--- src/rtl/spi_cfg_pkg.sv ---
package spi_cfg_pkg;
    typedef enum logic [1:0] {
        PH_IDLE  = 2'd0,
        PH_INSTR = 2'd1,
        PH_DATA  = 2'd2
    } spi_phase_e;

    localparam logic [1:0] LEN_STREAM = 2'b11;
    localparam logic [1:0] FMT_OFFSET = 2'b00;
    localparam logic [1:0] FMT_TWOS   = 2'b01;
    localparam logic [1:0] FMT_GRAY   = 2'b10;
    localparam int unsigned OUTCTL_IDX = 1;
endpackage

--- src/rtl/spi_pin_sync.sv ---
module spi_pin_sync #(
    parameter int unsigned WIDTH   = 3,
    parameter int unsigned STAGES  = 2,
    parameter logic [WIDTH-1:0] RST_VAL = '0
) (
    input  logic             clk,
    input  logic             rst_n,
    input  logic [WIDTH-1:0] pin_i,
    output logic [WIDTH-1:0] lvl_o,
    output logic [WIDTH-1:0] rise_o,
    output logic [WIDTH-1:0] fall_o
);
    logic [WIDTH-1:0] stg_d [STAGES];
    logic [WIDTH-1:0] stg_q [STAGES];
    logic [WIDTH-1:0] prev_d, prev_q;

    always_comb begin
        stg_d[0] = pin_i;
        for (int i = 1; i < STAGES; i++) begin
            stg_d[i] = stg_q[i-1];
        end
        prev_d = stg_q[STAGES-1];
    end

    always_ff @(posedge clk or negedge rst_n) begin
        if (!rst_n) begin
            for (int i = 0; i < STAGES; i++) begin
                stg_q[i] <= RST_VAL;
            end
            prev_q <= RST_VAL;
        end else begin
            for (int i = 0; i < STAGES; i++) begin
                stg_q[i] <= stg_d[i];
            end
            prev_q <= prev_d;
        end
    end

    assign lvl_o  = stg_q[STAGES-1];
    assign rise_o = stg_q[STAGES-1] & ~prev_q;
    assign fall_o = ~stg_q[STAGES-1] & prev_q;
endmodule

--- src/rtl/spi_serial_engine.sv ---
module spi_serial_engine
    import spi_cfg_pkg::*;
#(
    parameter int unsigned ADDR_W = 13
) (
    input  logic              clk,
    input  logic              rst_n,
    input  logic              cs_fall,
    input  logic              cs_rise,
    input  logic              sclk_rise,
    input  logic              sclk_fall,
    input  logic              sdi,
    input  logic [7:0]        rdata,
    output logic [ADDR_W-1:0] rd_addr,
    output logic              wr_en,
    output logic [ADDR_W-1:0] wr_addr,
    output logic [7:0]        wdata,
    output logic              sdo,
    output logic              sdo_oe
);
    localparam int unsigned CMD_W = 16;
    localparam int unsigned SH_W  = CMD_W - 1;

    typedef struct packed {
        spi_phase_e        phase;
        logic [3:0]        bcnt;
        logic [2:0]        dbit;
        logic [1:0]        nb;
        logic              rw;
        logic [1:0]        len;
        logic [ADDR_W-1:0] addr;
        logic [ADDR_W-1:0] waddr;
        logic [SH_W-1:0]   sh;
        logic [7:0]        tx;
        logic              sdo;
        logic              oe;
        logic              wr_en;
        logic [7:0]        wdata;
    } eng_t;

    eng_t st_d, st_q;
    logic in_count;

    always_comb begin
        st_d       = st_q;
        st_d.wr_en = 1'b0;
        in_count   = (st_q.len == LEN_STREAM) || (st_q.nb <= st_q.len);

        if (cs_fall) begin
            st_d.phase = PH_INSTR;
            st_d.bcnt  = '0;
            st_d.dbit  = '0;
            st_d.nb    = '0;
            st_d.oe    = 1'b0;
        end else if (cs_rise) begin
            st_d.phase = PH_IDLE;
            st_d.oe    = 1'b0;
        end else if (st_q.phase == PH_INSTR) begin
            if (sclk_rise) begin
                st_d.sh = {st_q.sh[SH_W-2:0], sdi};
                if (st_q.bcnt == 4'd15) begin
                    st_d.rw    = st_q.sh[SH_W-1];
                    st_d.len   = st_q.sh[SH_W-2:SH_W-3];
                    st_d.addr  = {st_q.sh[ADDR_W-2:0], sdi};
                    st_d.phase = PH_DATA;
                    st_d.dbit  = '0;
                    st_d.nb    = '0;
                end else begin
                    st_d.bcnt = st_q.bcnt + 4'd1;
                end
            end
        end else if (st_q.phase == PH_DATA) begin
            if (sclk_rise) begin
                st_d.sh   = {st_q.sh[SH_W-2:0], sdi};
                st_d.dbit = st_q.dbit + 3'd1;
                if (st_q.dbit == 3'd7 && in_count) begin
                    if (!st_q.rw) begin
                        st_d.wr_en = 1'b1;
                        st_d.waddr = st_q.addr;
                        st_d.wdata = {st_q.sh[6:0], sdi};
                    end
                    st_d.addr = st_q.addr + 1'b1;
                    if (st_q.nb != 2'd3) begin
                        st_d.nb = st_q.nb + 2'd1;
                    end
                end
            end else if (sclk_fall && st_q.rw) begin
                if (in_count) begin
                    st_d.oe = 1'b1;
                    if (st_q.dbit == 3'd0) begin
                        st_d.sdo = rdata[7];
                        st_d.tx  = {rdata[6:0], 1'b0};
                    end else begin
                        st_d.sdo = st_q.tx[7];
                        st_d.tx  = {st_q.tx[6:0], 1'b0};
                    end
                end else begin
                    st_d.oe = 1'b0;
                end
            end
        end
    end

    always_ff @(posedge clk or negedge rst_n) begin
        if (!rst_n) begin
            st_q <= '{phase: PH_IDLE, default: '0};
        end else begin
            st_q <= st_d;
        end
    end

    assign rd_addr = st_q.addr;
    assign wr_en   = st_q.wr_en;
    assign wr_addr = st_q.waddr;
    assign wdata   = st_q.wdata;
    assign sdo     = st_q.sdo;
    assign sdo_oe  = st_q.oe;

    assert_release_on_cs_R7: assert property (@(posedge clk) disable iff (!rst_n)
        cs_rise |=> !sdo_oe);
    assert_quiet_outside_data_R11: assert property (@(posedge clk) disable iff (!rst_n)
        (st_q.phase != PH_DATA) |-> !sdo_oe);
    assert_no_drive_on_write_R11: assert property (@(posedge clk) disable iff (!rst_n)
        (!st_q.rw && st_q.phase == PH_DATA) |-> !sdo_oe);
    assert_write_only_dir_R3: assert property (@(posedge clk) disable iff (!rst_n)
        wr_en |-> !st_q.rw);
    assert_addr_steps_R4: assert property (@(posedge clk) disable iff (!rst_n)
        wr_en |-> (st_q.addr == wr_addr + 1'b1));
endmodule

--- src/rtl/spi_reg_bank.sv ---
module spi_reg_bank
    import spi_cfg_pkg::*;
#(
    parameter int unsigned ADDR_W   = 13,
    parameter int unsigned NUM_REGS = 8
) (
    input  logic              clk,
    input  logic              rst_n,
    input  logic              wr_en,
    input  logic [ADDR_W-1:0] wr_addr,
    input  logic [7:0]        wdata,
    input  logic [ADDR_W-1:0] rd_addr,
    input  logic              boot_ld,
    input  logic              boot_lvds,
    input  logic              boot_twos,
    output logic [7:0]        rdata,
    output logic              out_lvds,
    output logic [1:0]        data_fmt
);
    localparam int unsigned IDX_W = (NUM_REGS > 1) ? $clog2(NUM_REGS) : 1;
    localparam logic [ADDR_W-1:0] TOP_ADDR = ADDR_W'(NUM_REGS);

    logic [7:0] regs_d [NUM_REGS];
    logic [7:0] regs_q [NUM_REGS];
    logic       wr_hit, rd_hit;

    always_comb begin
        wr_hit = wr_en && (wr_addr < TOP_ADDR);
        rd_hit = rd_addr < TOP_ADDR;
        for (int i = 0; i < NUM_REGS; i++) begin
            regs_d[i] = regs_q[i];
            if (wr_hit && wr_addr[IDX_W-1:0] == IDX_W'(i)) begin
                regs_d[i] = wdata;
            end
        end
        if (boot_ld) begin
            regs_d[OUTCTL_IDX] = {5'b0, (boot_twos ? FMT_TWOS : FMT_OFFSET), boot_lvds};
        end
        rdata = rd_hit ? regs_q[rd_addr[IDX_W-1:0]] : 8'h00;
    end

    always_ff @(posedge clk or negedge rst_n) begin
        if (!rst_n) begin
            for (int i = 0; i < NUM_REGS; i++) begin
                regs_q[i] <= 8'h00;
            end
        end else begin
            for (int i = 0; i < NUM_REGS; i++) begin
                regs_q[i] <= regs_d[i];
            end
        end
    end

    assign out_lvds = regs_q[OUTCTL_IDX][0];
    assign data_fmt = regs_q[OUTCTL_IDX][2:1];

    assert_boot_never_gray_R10: assert property (@(posedge clk) disable iff (!rst_n)
        boot_ld |=> (data_fmt != FMT_GRAY));
    assert_oob_write_ignored_R9: assert property (@(posedge clk) disable iff (!rst_n)
        (wr_en && !(wr_addr < TOP_ADDR) && !boot_ld) |=> ($stable(out_lvds) && $stable(data_fmt)));
endmodule

--- src/rtl/spi_cfg_port.sv ---
module spi_cfg_port
    import spi_cfg_pkg::*;
#(
    parameter int unsigned ADDR_W      = 13,
    parameter int unsigned NUM_REGS    = 8,
    parameter int unsigned SYNC_STAGES = 2
) (
    input  logic       clk,
    input  logic       rst_n,
    input  logic       spi_cs_n,
    input  logic       spi_sclk,
    input  logic       spi_sdio_i,
    output logic       spi_sdio_o,
    output logic       spi_sdio_oe,
    output logic       serial_mode,
    output logic       out_lvds,
    output logic [1:0] data_fmt
);
    localparam int unsigned PIN_W = 3;
    localparam int unsigned P_CS = 2;
    localparam int unsigned P_CK = 1;
    localparam int unsigned P_DI = 0;

    logic [PIN_W-1:0] pin_lvl, pin_rise, pin_fall;
    logic             cs_fall, cs_rise, boot_ld;
    logic             mode_d, mode_q;
    logic [ADDR_W-1:0] rd_addr, wr_addr;
    logic [7:0]       rdata, wdata;
    logic             wr_en;

    spi_pin_sync #(
        .WIDTH  (PIN_W),
        .STAGES (SYNC_STAGES),
        .RST_VAL(3'b100)
    ) u_sync (
        .clk   (clk),
        .rst_n (rst_n),
        .pin_i ({spi_cs_n, spi_sclk, spi_sdio_i}),
        .lvl_o (pin_lvl),
        .rise_o(pin_rise),
        .fall_o(pin_fall)
    );

    assign cs_fall = pin_fall[P_CS];
    assign cs_rise = pin_rise[P_CS];

    always_comb begin
        mode_d  = mode_q;
        boot_ld = cs_fall && !mode_q;
        if (boot_ld) begin
            mode_d = 1'b1;
        end
    end

    always_ff @(posedge clk or negedge rst_n) begin
        if (!rst_n) begin
            mode_q <= 1'b0;
        end else begin
            mode_q <= mode_d;
        end
    end

    spi_serial_engine #(
        .ADDR_W(ADDR_W)
    ) u_engine (
        .clk      (clk),
        .rst_n    (rst_n),
        .cs_fall  (cs_fall),
        .cs_rise  (cs_rise),
        .sclk_rise(pin_rise[P_CK]),
        .sclk_fall(pin_fall[P_CK]),
        .sdi      (pin_lvl[P_DI]),
        .rdata    (rdata),
        .rd_addr  (rd_addr),
        .wr_en    (wr_en),
        .wr_addr  (wr_addr),
        .wdata    (wdata),
        .sdo      (spi_sdio_o),
        .sdo_oe   (spi_sdio_oe)
    );

    spi_reg_bank #(
        .ADDR_W  (ADDR_W),
        .NUM_REGS(NUM_REGS)
    ) u_regs (
        .clk      (clk),
        .rst_n    (rst_n),
        .wr_en    (wr_en),
        .wr_addr  (wr_addr),
        .wdata    (wdata),
        .rd_addr  (rd_addr),
        .boot_ld  (boot_ld),
        .boot_lvds(pin_lvl[P_DI]),
        .boot_twos(pin_lvl[P_CK]),
        .rdata    (rdata),
        .out_lvds (out_lvds),
        .data_fmt (data_fmt)
    );

    assign serial_mode = mode_q;

    assert_mode_sticky_R2: assert property (@(posedge clk) disable iff (!rst_n)
        serial_mode |=> serial_mode);
    assert_mode_entry_R2: assert property (@(posedge clk) disable iff (!rst_n)
        cs_fall |=> serial_mode);
endmodule

--- config.mk ---
export PLATFORM = sky130hd
export DESIGN_NAME = spi_cfg_port
export DESIGN_NICKNAME = d
export VERILOG_FILES = /design/src/rtl/spi_cfg_pkg.sv /design/src/rtl/spi_pin_sync.sv /design/src/rtl/spi_serial_engine.sv /design/src/rtl/spi_reg_bank.sv /design/src/rtl/spi_cfg_port.sv
export SDC_FILE = /design/constraint.sdc
export NUM_CORES = 1
export LEC_CHECK = 0
export BUFFER_PORTS_ARGS = -buffer_cell sky130_fd_sc_hd__buf_2
export CELL_PAD_IN_SITES_DETAIL_PLACEMENT = 0
export CELL_PAD_IN_SITES_GLOBAL_PLACEMENT = 1
export CORE_MARGIN = 2
export CORE_UTILIZATION = 45
export DETAILED_ROUTE_END_ITERATION = 8
export HOLD_SLACK_MARGIN = 0.02
export PLACE_DENSITY_LB_ADDON = 0.08
export SLEW_MARGIN = 40
export SYNTH_ARGS = -nofsm -noshare
export SYNTH_HDL_FRONTEND = slang
export SYNTH_SLANG_ARGS = --single-unit
--- constraint.sdc ---
create_clock -name clk -period 4.25 [get_ports clk]
set_input_delay 1.275 -clock clk [delete_from_list [all_inputs] [get_ports clk]]
set_output_delay 1.275 -clock clk [all_outputs]
set_load 0.05 [all_outputs]
==> impl_metrics.sql, run 1 <==
INSERT INTO impl_metrics (metric_group, metric, value, unit) VALUES
('status', 'status', 'completed', ''),
('synthesis', 'synth.ff_latch_count', '146', ''),
('place', 'detailed_place_hpwl', '9630', 'µm'),
('global_routing', 'gr-max-usage-layer', 'met2', ''),
('floorplanning', 'row_count', '44', ''),
('floorplanning', 'die_h', '126', 'µm'),
('critical_path', 'worstSetupPathType', 'flip-flop to flip-flop', ''),
('place', 'post-place-ws', '1650', 'ps'),
('floorplanning', 'die_width', '126', 'µm'),
('pwr', 'switching_share', '0.235', ''),
('global_routing', 'total_grt_overflow', '0', ''),
('critical_path', 'worst_setup_path_start_kind', 'flip-flop', ''),
('global_routing', 'number_of_antenna_violations_at_the_first_check_in_global_routing', '0', ''),
('cts', 'htree_num_levels', '4', ''),
('synthesis', 'postSynth.topFlopCell', 'sky130_fd_sc_hd__dfrtp_1', ''),
('critical_path', 'worstPathMaxFanout', '29', ''),
('timing', 'max_freq', '383', 'MHz'),
('route', 'post-route-drc-count', '0', ''),
('cts', 'clk-insertion-delay-late', '420', 'ps'),
('timing', 'hold_viol_final', '0', ''),
('timing', 'final.setup.worst_slack', '1640', 'ps'),
('synthesis', 'yosys.cell_types.count', '54', ''),
('timing', 'post_route_clock_period_utilization', '0.615', ''),
('cts', 'cts-root-buf', 'sky130_fd_sc_hd__clkbuf_16', ''),
('global_routing', 'grt_pass1_wl', '24300', 'µm'),
('place', 'place_congestion', '0.752', ''),
('cts', 'cts_buffers', '17', ''),
('cts', 'clk_pin_slew', '60', 'ps'),
('cts', 'cts_sinks', '146', ''),
('cts', 'post_cts_hold_buffer_count', '0', ''),
('floorplanning', 'floorplan.die_area', '16000', 'µm²'),
('timing', 'period_minus_slack', '2610', 'ps'),
('synthesis', 'synthesis.instances', '510', ''),
('finish', 'n_fill_cell', '1234', ''),
('route', 'route.detailed.wl_per_inst', '20.6', 'µm'),
('pwr', 'clock_power_share', '0.478', ''),
('pwr', 'totalPowerFinal', '3150', 'µW'),
('finish', 'finish.net_count', '541', ''),
('route', 'routed-via-count', '4262', ''),
('timing', 'slew-limit-headroom', '0.453', ''),
('route', 'viasPerCell', '5.89', ''),
('pwr', 'intPower', '2410', 'µW'),
('synthesis', 'synth_sequential_area_ratio', '0.542', ''),
('timing', 'tightest_slew', '816', 'ps'),
('timing', 'finClkSkew', '9.93', 'ps'),
('place', 'placed_cells', '691', ''),
('pwr', 'power.share.sequential', '0.472', ''),
('cts', 'cts.repair.resized', '0', ''),
('synthesis', 'postSynth.asyncResetShare', '1.00', ''),
('route', 'ant_nets', '0', ''),
('pwr', 'p_per_area', '415', 'nW/µm²'),
('timing', 'setup_viol', '0', ''),
('timing', 'rsz0062_at_grt', 'false', ''),
('hold_path', 'hp-class', 'flip-flop to flip-flop', ''),
('route', 'first_pass_drt_iterations', '4', ''),
('pwr', 'static-leakage-power', '0.00339', 'µW'),
('critical_path', 'cp.required', '4590', 'ps'),
('finish', 'drive_above_1_share', '0.336', ''),
('finish', 'utilization', '0.521', ''),
('floorplanning', 'pin_count', '11', ''),
('global_routing', 'global_route.usage.met1', '0.284', ''),
('floorplanning', 'core_box_area', '14600', 'µm²'),
('critical_path', 'cp_data_arrival_time', '2950', 'ps'),
('synthesis', 'mappedNetlistArea', '6740', 'µm²'),
('global_routing', 'grt_usage', '0.200', ''),
('global_routing', 'grt_use_met3', '0.0472', ''),
('place', 'io_buffer_count', '10', ''),
('finish', 'diodes', '0', ''),
('job', 'drv.max_cap_violation_count', '0', ''),
('timing', 'setup_tns', '0', 'ps'),
('cts', 'tritoncts', 'yes', '');
per-layer routing:
metal	vias to the layer above	wire length [µm]
met4	0	140
met5	-	0
met1	2244	7140
li1	1937	-
met3	13	644
met2	68	6990
synth_stat cells (5+ instances only):
cell type | number | area share
sky130_fd_sc_hd__a22oi_1 | 9 | 0.010
sky130_fd_sc_hd__o22ai_1 | 10 | 0.0093
sky130_fd_sc_hd__nand2b_1 | 5 | 0.0046
sky130_fd_sc_hd__nor2b_1 | 5 | 0.0046
sky130_fd_sc_hd__inv_1 | 23 | 0.013
sky130_fd_sc_hd__nand2_1 | 33 | 0.018
sky130_fd_sc_hd__o221ai_1 | 7 | 0.0091
sky130_fd_sc_hd__clkbuf_1 | 7 | 0.0039
sky130_fd_sc_hd__nor2_1 | 12 | 0.0067
sky130_fd_sc_hd__ha_1 | 10 | 0.019
sky130_fd_sc_hd__buf_2 | 8 | 0.0059
sky130_fd_sc_hd__nand3_1 | 13 | 0.0096
sky130_fd_sc_hd__a211oi_1 | 11 | 0.012
sky130_fd_sc_hd__mux2i_1 | 9 | 0.013
sky130_fd_sc_hd__a22o_1 | 10 | 0.013
sky130_fd_sc_hd__mux2_2 | 94 | 0.16
sky130_fd_sc_hd__o21ai_0 | 14 | 0.010
sky130_fd_sc_hd__dfrtp_1 | 143 | 0.53
sky130_fd_sc_hd__mux4_2 | 16 | 0.053
sky130_fd_sc_hd__nor3_1 | 9 | 0.0067
metrics by stage:
step	cell area (µm²)	hold slack, ps
CTS	7600	357
global route	7600	369
floorplan	6740	331
detailed placement	7010	343
global placement	6990	336
finish	7600	354
placed cells by master, fill, tap and decap left out, drive strengths merged, types with 3 or more instances in the layout:
cell type    n
nand2b       5
inv         26
nor2        14
nor2b        5
dfstp        3
nand2       33
nor3        12
nor4b        3
mux4        16
and3         4
o22ai       10
a32oi        4
ha          10
clkinvlp     3
mux2i        9
buf         19
a22oi        9
nor4         5
nand3       13
o21ai       15
mux2        97
a22o        10
a211oi      11
clkbuf      22
a31oi        3
dfrtp      143
and4         3
o221ai       7
power groups by stage:
| stage | Clock [µW] | Combinational, µW | Sequential, µW |
|---|---|---|---|
| final | 1510 | 157 | 1490 |
| after global routing | 1600 | 174 | 1490 |
| after CTS | 1540 | 159 | 1490 |
| after detailed placement | 0 | 159 | 1510 |
| after global placement | 0 | 154 | 1510 |
| after floorplan | 0 | 97.8 | 1500 |
registers in the layout, summed over array words and instances (netlist names):
register,cells
u_regs.regs_q,61
u_engine.st_q,36
u_engine.rd_addr,13
u_engine.wr_addr,13
u_engine.wdata,8
u_sync.lvl_o,3
u_sync.stg_d,3
u_regs.data_fmt,2
u_sync.prev_q,2
serial_mode,1
u_engine.sdo,1
u_engine.sdo_oe,1
u_engine.wr_en,1
u_regs.out_lvds,1
final timing paths:
check                                      from             endpoint  slack (ps)  cells past startpoint
worst max-delay path            u_sync.lvl_o[2]  u_engine.rd_addr[5]        1640                      7
worst min-delay path            u_sync.stg_d[0]      u_sync.lvl_o[0]         350                      0
worst max register to register  u_sync.lvl_o[2]  u_engine.rd_addr[5]        1640                      7
worst min register to register  u_sync.stg_d[0]      u_sync.lvl_o[0]         350                      0
max in group asynchronous                 rst_n     u_regs.regs_q[4]        2440                      2
min in group asynchronous                 rst_n    u_engine.st_q[65]         840                      1
critical path, stage by stage, from the launching register on:
cell and delay, ps:
sky130_fd_sc_hd__dfstp_2 550, sky130_fd_sc_hd__inv_1 50, sky130_fd_sc_hd__ha_1 300, sky130_fd_sc_hd__inv_1 160
sky130_fd_sc_hd__nand2_1 140, sky130_fd_sc_hd__a211o_2 590, sky130_fd_sc_hd__or2_2 510, sky130_fd_sc_hd__o22ai_1 220
logic make-up after synthesis:
logic type,Yosys count,share of synthesized area
AOI/OAI and AO/OA,81,0.0883
adders and majority gates,10,0.0186
muxes,122,0.229
buffers and inverters,45,0.0299
and+or+nand+nor,106,0.0920
DFF,146,0.542
area by class of cell:
class | count | area, µm² | area share
clock inverter | 10 | 123 | 0.0161
timing repair buffer | 19 | 124 | 0.0163
sequential | 146 | 3660 | 0.481
inverter | 23 | 86.3 | 0.0114
multi-input combinational | 319 | 2910 | 0.382
tap | 184 | 230 | 0.0303
clock buffer | 22 | 474 | 0.0624
Note: power is estimated with default switching activity, not from simulation.
==> inputs of run 2 (changes only) <==
--- a/config.mk
+++ b/config.mk
@@ -5,6 +5,7 @@
 export SDC_FILE = /design/constraint.sdc
 export NUM_CORES = 1
 export LEC_CHECK = 0
+export ABC_AREA = 1
 export BUFFER_PORTS_ARGS = -buffer_cell sky130_fd_sc_hd__buf_2
 export CELL_PAD_IN_SITES_DETAIL_PLACEMENT = 0
 export CELL_PAD_IN_SITES_GLOBAL_PLACEMENT = 1
==> constraint.sdc (replaced) <==
create_clock -name clk -period 2.65 [get_ports clk]
set_input_delay 0.795 -clock clk [delete_from_list [all_inputs] [get_ports clk]]
set_output_delay 0.795 -clock clk [all_outputs]
set_load 0.05 [all_outputs]
==> run 2 against run 1 <==
Synthesized cell count increased by 77%. Cell count rose by 56%. Critical path depth rose by 5. Clock-buffer cell count is 4 higher. Largest cell class unchanged. Largest power group is now registers.
==> impl_metrics.sql, run 2 <==
INSERT INTO impl_metrics (metric_group, metric, value, unit) VALUES
('floorplanning', 'die_h', '130', 'µm'),
('hold_path', 'hp-class', 'primary input to asynchronous set/reset pin', ''),
('route', 'routed-via-count', '5769', ''),
('status', 'status', 'completed', ''),
('finish', 'finish.net_count', '918', ''),
('finish', 'top_register', 'u_regs.regs_q', ''),
('cts', 'post_cts_buffers', '0', ''),
('pwr', 'totalPowerFinal', '6050', 'µW'),
('synthesis', 'synth_edf_count', '0', ''),
('critical_path', 'worstSetupPathType', 'flip-flop to flip-flop', ''),
('cts', 'tritoncts', 'yes', ''),
('global_routing', 'first_global_vias', '5701', ''),
('finish', 'diodes', '0', ''),
('cts', 'htree_num_levels', '4', ''),
('finish', 'mostFrequentLayoutCells', '275 x sky130_fd_sc_hd__nand2_1, 143 x sky130_fd_sc_hd__dfrtp_1, 128 x sky130_fd_sc_hd__o21ai_0', ''),
('critical_path', 'worstPathMaxFanout', '11', ''),
('synthesis', 'yosys_warn_count', '0', ''),
('route', 'route.detailed.wl_per_inst', '15.6', 'µm'),
('route', 'detailedRoute.firstIterationViolations', '407', ''),
('synthesis', 'mappedNetlistArea', '7100', 'µm²'),
('route', 'viasPerCell', '5.12', ''),
('synthesis', 'synth_top_cell_area_share', '0.504', ''),
('synthesis', 'synth.ff_latch_count', '146', ''),
('critical_path', 'critPathLaunch', 'u_sync.lvl_o[2]', ''),
('timing', 'slew-limit-headroom', '0.591', ''),
('route', 'ant_nets', '0', ''),
('cts', 'clk_pin_slew', '60', 'ps'),
('synthesis', 'post_synthesis_simple_gate_area_fraction', '0.251', ''),
('finish', 'areaGrowthSynthToFinish', '11.1', '%'),
('timing', 'finClkSkew', '4.86', 'ps'),
('synthesis', 'synthesis.instances', '901', ''),
('place', 'io_buffer_count', '10', ''),
('route', 'first_pass_drt_iterations', '5', ''),
('synthesis', 'yosys.area_share.xor_xnor', '0.00123', ''),
('place', 'detailed_place_hpwl', '12300', 'µm'),
('synthesis', 'yosys.cell_types.count', '31', ''),
('timing', 'tightest_slew', '613', 'ps'),
('finish', 'drive_above_1_share', '0.0776', ''),
('global_routing', 'grt_pass1_wl', '29700', 'µm'),
('synthesis', 'postSynth.topFlopCell', 'sky130_fd_sc_hd__dfrtp_1', ''),
('cts', 'post_cts_hold_buffer_count', '0', ''),
('timing', 'period_minus_slack', '2100', 'ps'),
('cts', 'cts.repair.resized', '0', ''),
('floorplanning', 'core_box_area', '15300', 'µm²'),
('floorplanning', 'die_width', '130', 'µm'),
('pwr', 'static-leakage-power', '0.00385', 'µW'),
('global_routing', 'total_grt_overflow', '0', ''),
('synthesis', 'most_numerous_cell_types_in_the_synthesized_netlist', '275 x sky130_fd_sc_hd__nand2_1, 143 x sky130_fd_sc_hd__dfrtp_1, 128 x sky130_fd_sc_hd__o21ai_0', ''),
('critical_path', 'cp.required', '2960', 'ps'),
('synthesis', 'postSynth.asyncResetShare', '1.00', ''),
('synthesis', 'yosys-top-cells-area', 'sky130_fd_sc_hd__dfrtp_1 50%, sky130_fd_sc_hd__nand2_1 15%, sky130_fd_sc_hd__o21ai_0 9.0%', ''),
('global_routing', 'grt_start_max_net_pins', '54', ''),
('floorplanning', 'floorplan.die_area', '16800', 'µm²'),
('critical_path', 'cp_data_arrival_time', '2400', 'ps'),
('global_routing', 'grt_usage', '0.230', ''),
('floorplanning', 'row_count', '45', ''),
('critical_path', 'reg2reg_slack', '550', 'ps'),
('synthesis', 'syn_area_per_cell', '7.88', 'µm²'),
('synthesis', 'post-synth-top-count-cell', 'sky130_fd_sc_hd__nand2_1', ''),
('critical_path', 'worst_setup_path_start_kind', 'flip-flop', ''),
('pwr', 'p_per_area', '767', 'nW/µm²'),
('global_routing', 'number_of_antenna_violations_at_the_first_check_in_global_routing', '0', ''),
('floorplanning', 'initial_utilization', '0.463', ''),
('job', 'drv.max_cap_violation_count', '0', ''),
('finish', 'largestRegisters', 'u_regs.regs_q: 61 flops, u_engine.st_q: 36 flops', ''),
('timing', 'rsz0062_at_grt', 'false', ''),
('cts', 'cts_sinks', '146', ''),
('synthesis', 'synth_sequential_area_ratio', '0.515', ''),
('cts', 'cts-root-buf', 'sky130_fd_sc_hd__clkbuf_16', ''),
('synthesis', 'synth_adder_area_share', '0.0176', ''),
('synthesis', 'yosys-mux-area-fraction', '0', ''),
('cts', 'clk-insertion-delay-late', '420', 'ps'),
('place', 'place_congestion', '0.872', ''),
('synthesis', 'combinational_family_with_the_most_area_after_synthesis', 'simple AND/OR/NAND/NOR gates', ''),
('finish', 'layout_commonest_cell', 'sky130_fd_sc_hd__nand2_1', ''),
('finish', 'n_fill_cell', '1501', ''),
('finish', 'utilization', '0.515', ''),
('timing', 'setup_viol', '0', ''),
('cts', 'cts_buffers', '17', ''),
('cts', 'cts_max_path_buffers', '2', ''),
('pwr', 'max-vdd-ir-drop', '593', 'µV'),
('timing', 'post_route_clock_period_utilization', '0.791', ''),
('route', 'post-route-drc-count', '0', ''),
('timing', 'hold_viol_final', '0', ''),
('critical_path', 'worstSetupEndpointType', 'flip-flop', ''),
('route', 'wl', '17600', 'µm'),
('timing', 'maxSlewViolCount', '0', ''),
('critical_path', 'crit-reg2reg-launch', 'u_sync.lvl_o[2]', ''),
('finish', 'number_of_flip_flops_in_the_largest_register', '61', ''),
('floorplanning', 'pin_count', '11', ''),
('timing', 'setup_tns', '0', 'ps'),
('synthesis', 'syn-num-nets', '916', ''),
('timing', 'max_freq', '477', 'MHz'),
('synthesis', 'share_of_the_synthesized_area_in_compound_gates_ao_oa_aoi_oai', '0.135', ''),
('synthesis', 'synth_top_area_cell', 'sky130_fd_sc_hd__dfrtp_1', '');
==> run 2: cell families (layout without fill, tap and decap cells) <==
family / count (synthesis) / after routing
and+or+nand+nor: 425 / 425
AOI/OAI and AO/OA: 183 / 183
buffers and inverters: 136 / 150
adders and majority gates: 10 / 10
DFF: 146 / 146
xor gates and xnor gates: 1 / 1
==> run 2: cell type report <==
type	count	area, µm²	area share
well taps	211	264	0.0335
repair buffers	22	171	0.0217
clock inverters	5	50.0	0.00635
flip-flops and latches	146	3660	0.464
multi-input cells	619	2870	0.364
clock buffers	26	509	0.0646
inverters	97	364	0.0462
==> run 2: worst paths after layout <==
check	end	cells after the start
min in group clk	u_sync.lvl_o[0]	0
max reg2reg	u_engine.rd_addr[5]	12
max	u_engine.rd_addr[5]	12
min reg2reg	u_sync.lvl_o[0]	0
max in group asynchronous	u_sync.prev_q[2]	2
min	u_regs.regs_q[34]	1
==> run 2: per-stage QoR <==
step	hold slack [ps]	instance area [µm²]	setup WS [ps]	cells
6_report	303	7880	554	1126
3_3_place_gp	333	7320	612	1095
2_1_floorplan	331	7100	816	901
3_5_place_dp	335	7320	555	1095
4_1_cts	312	7880	529	1126
5_1_grt	330	7880	346	1126
==> run 2: critical path, cell delays in order, from the launching register on <==
cell and delay (ps):
sky130_fd_sc_hd__dfstp_2 540, sky130_fd_sc_hd__inv_1 40, sky130_fd_sc_hd__ha_1 260, sky130_fd_sc_hd__nor2_2 130, sky130_fd_sc_hd__inv_2 70, sky130_fd_sc_hd__nor2_4 130, sky130_fd_sc_hd__nand2_2 70, sky130_fd_sc_hd__nor2_2 110
sky130_fd_sc_hd__nand2_1 100, sky130_fd_sc_hd__inv_1 300, sky130_fd_sc_hd__nand2_1 90, sky130_fd_sc_hd__nand2_1 60, sky130_fd_sc_hd__nand2_1 50
==> run 2: layer usage <==
layer	global-route usage	part of all wire	vias to the layer above	routed length (µm)
met4	0.0784	0.021	0	369
li1	-	-	2892	-
met3	0.0434	0.030	32	535
met5	0	0	-	0
met2	0.370	0.47	103	8350
met1	0.314	0.47	2742	8360
==> run 2: power by group <==
group          internal, µW  switching (µW)  total [µW]
combinational           389             851        1240
clock                  1400             890        2290
sequential             2360             156        2510
total                  4150            1900        6050
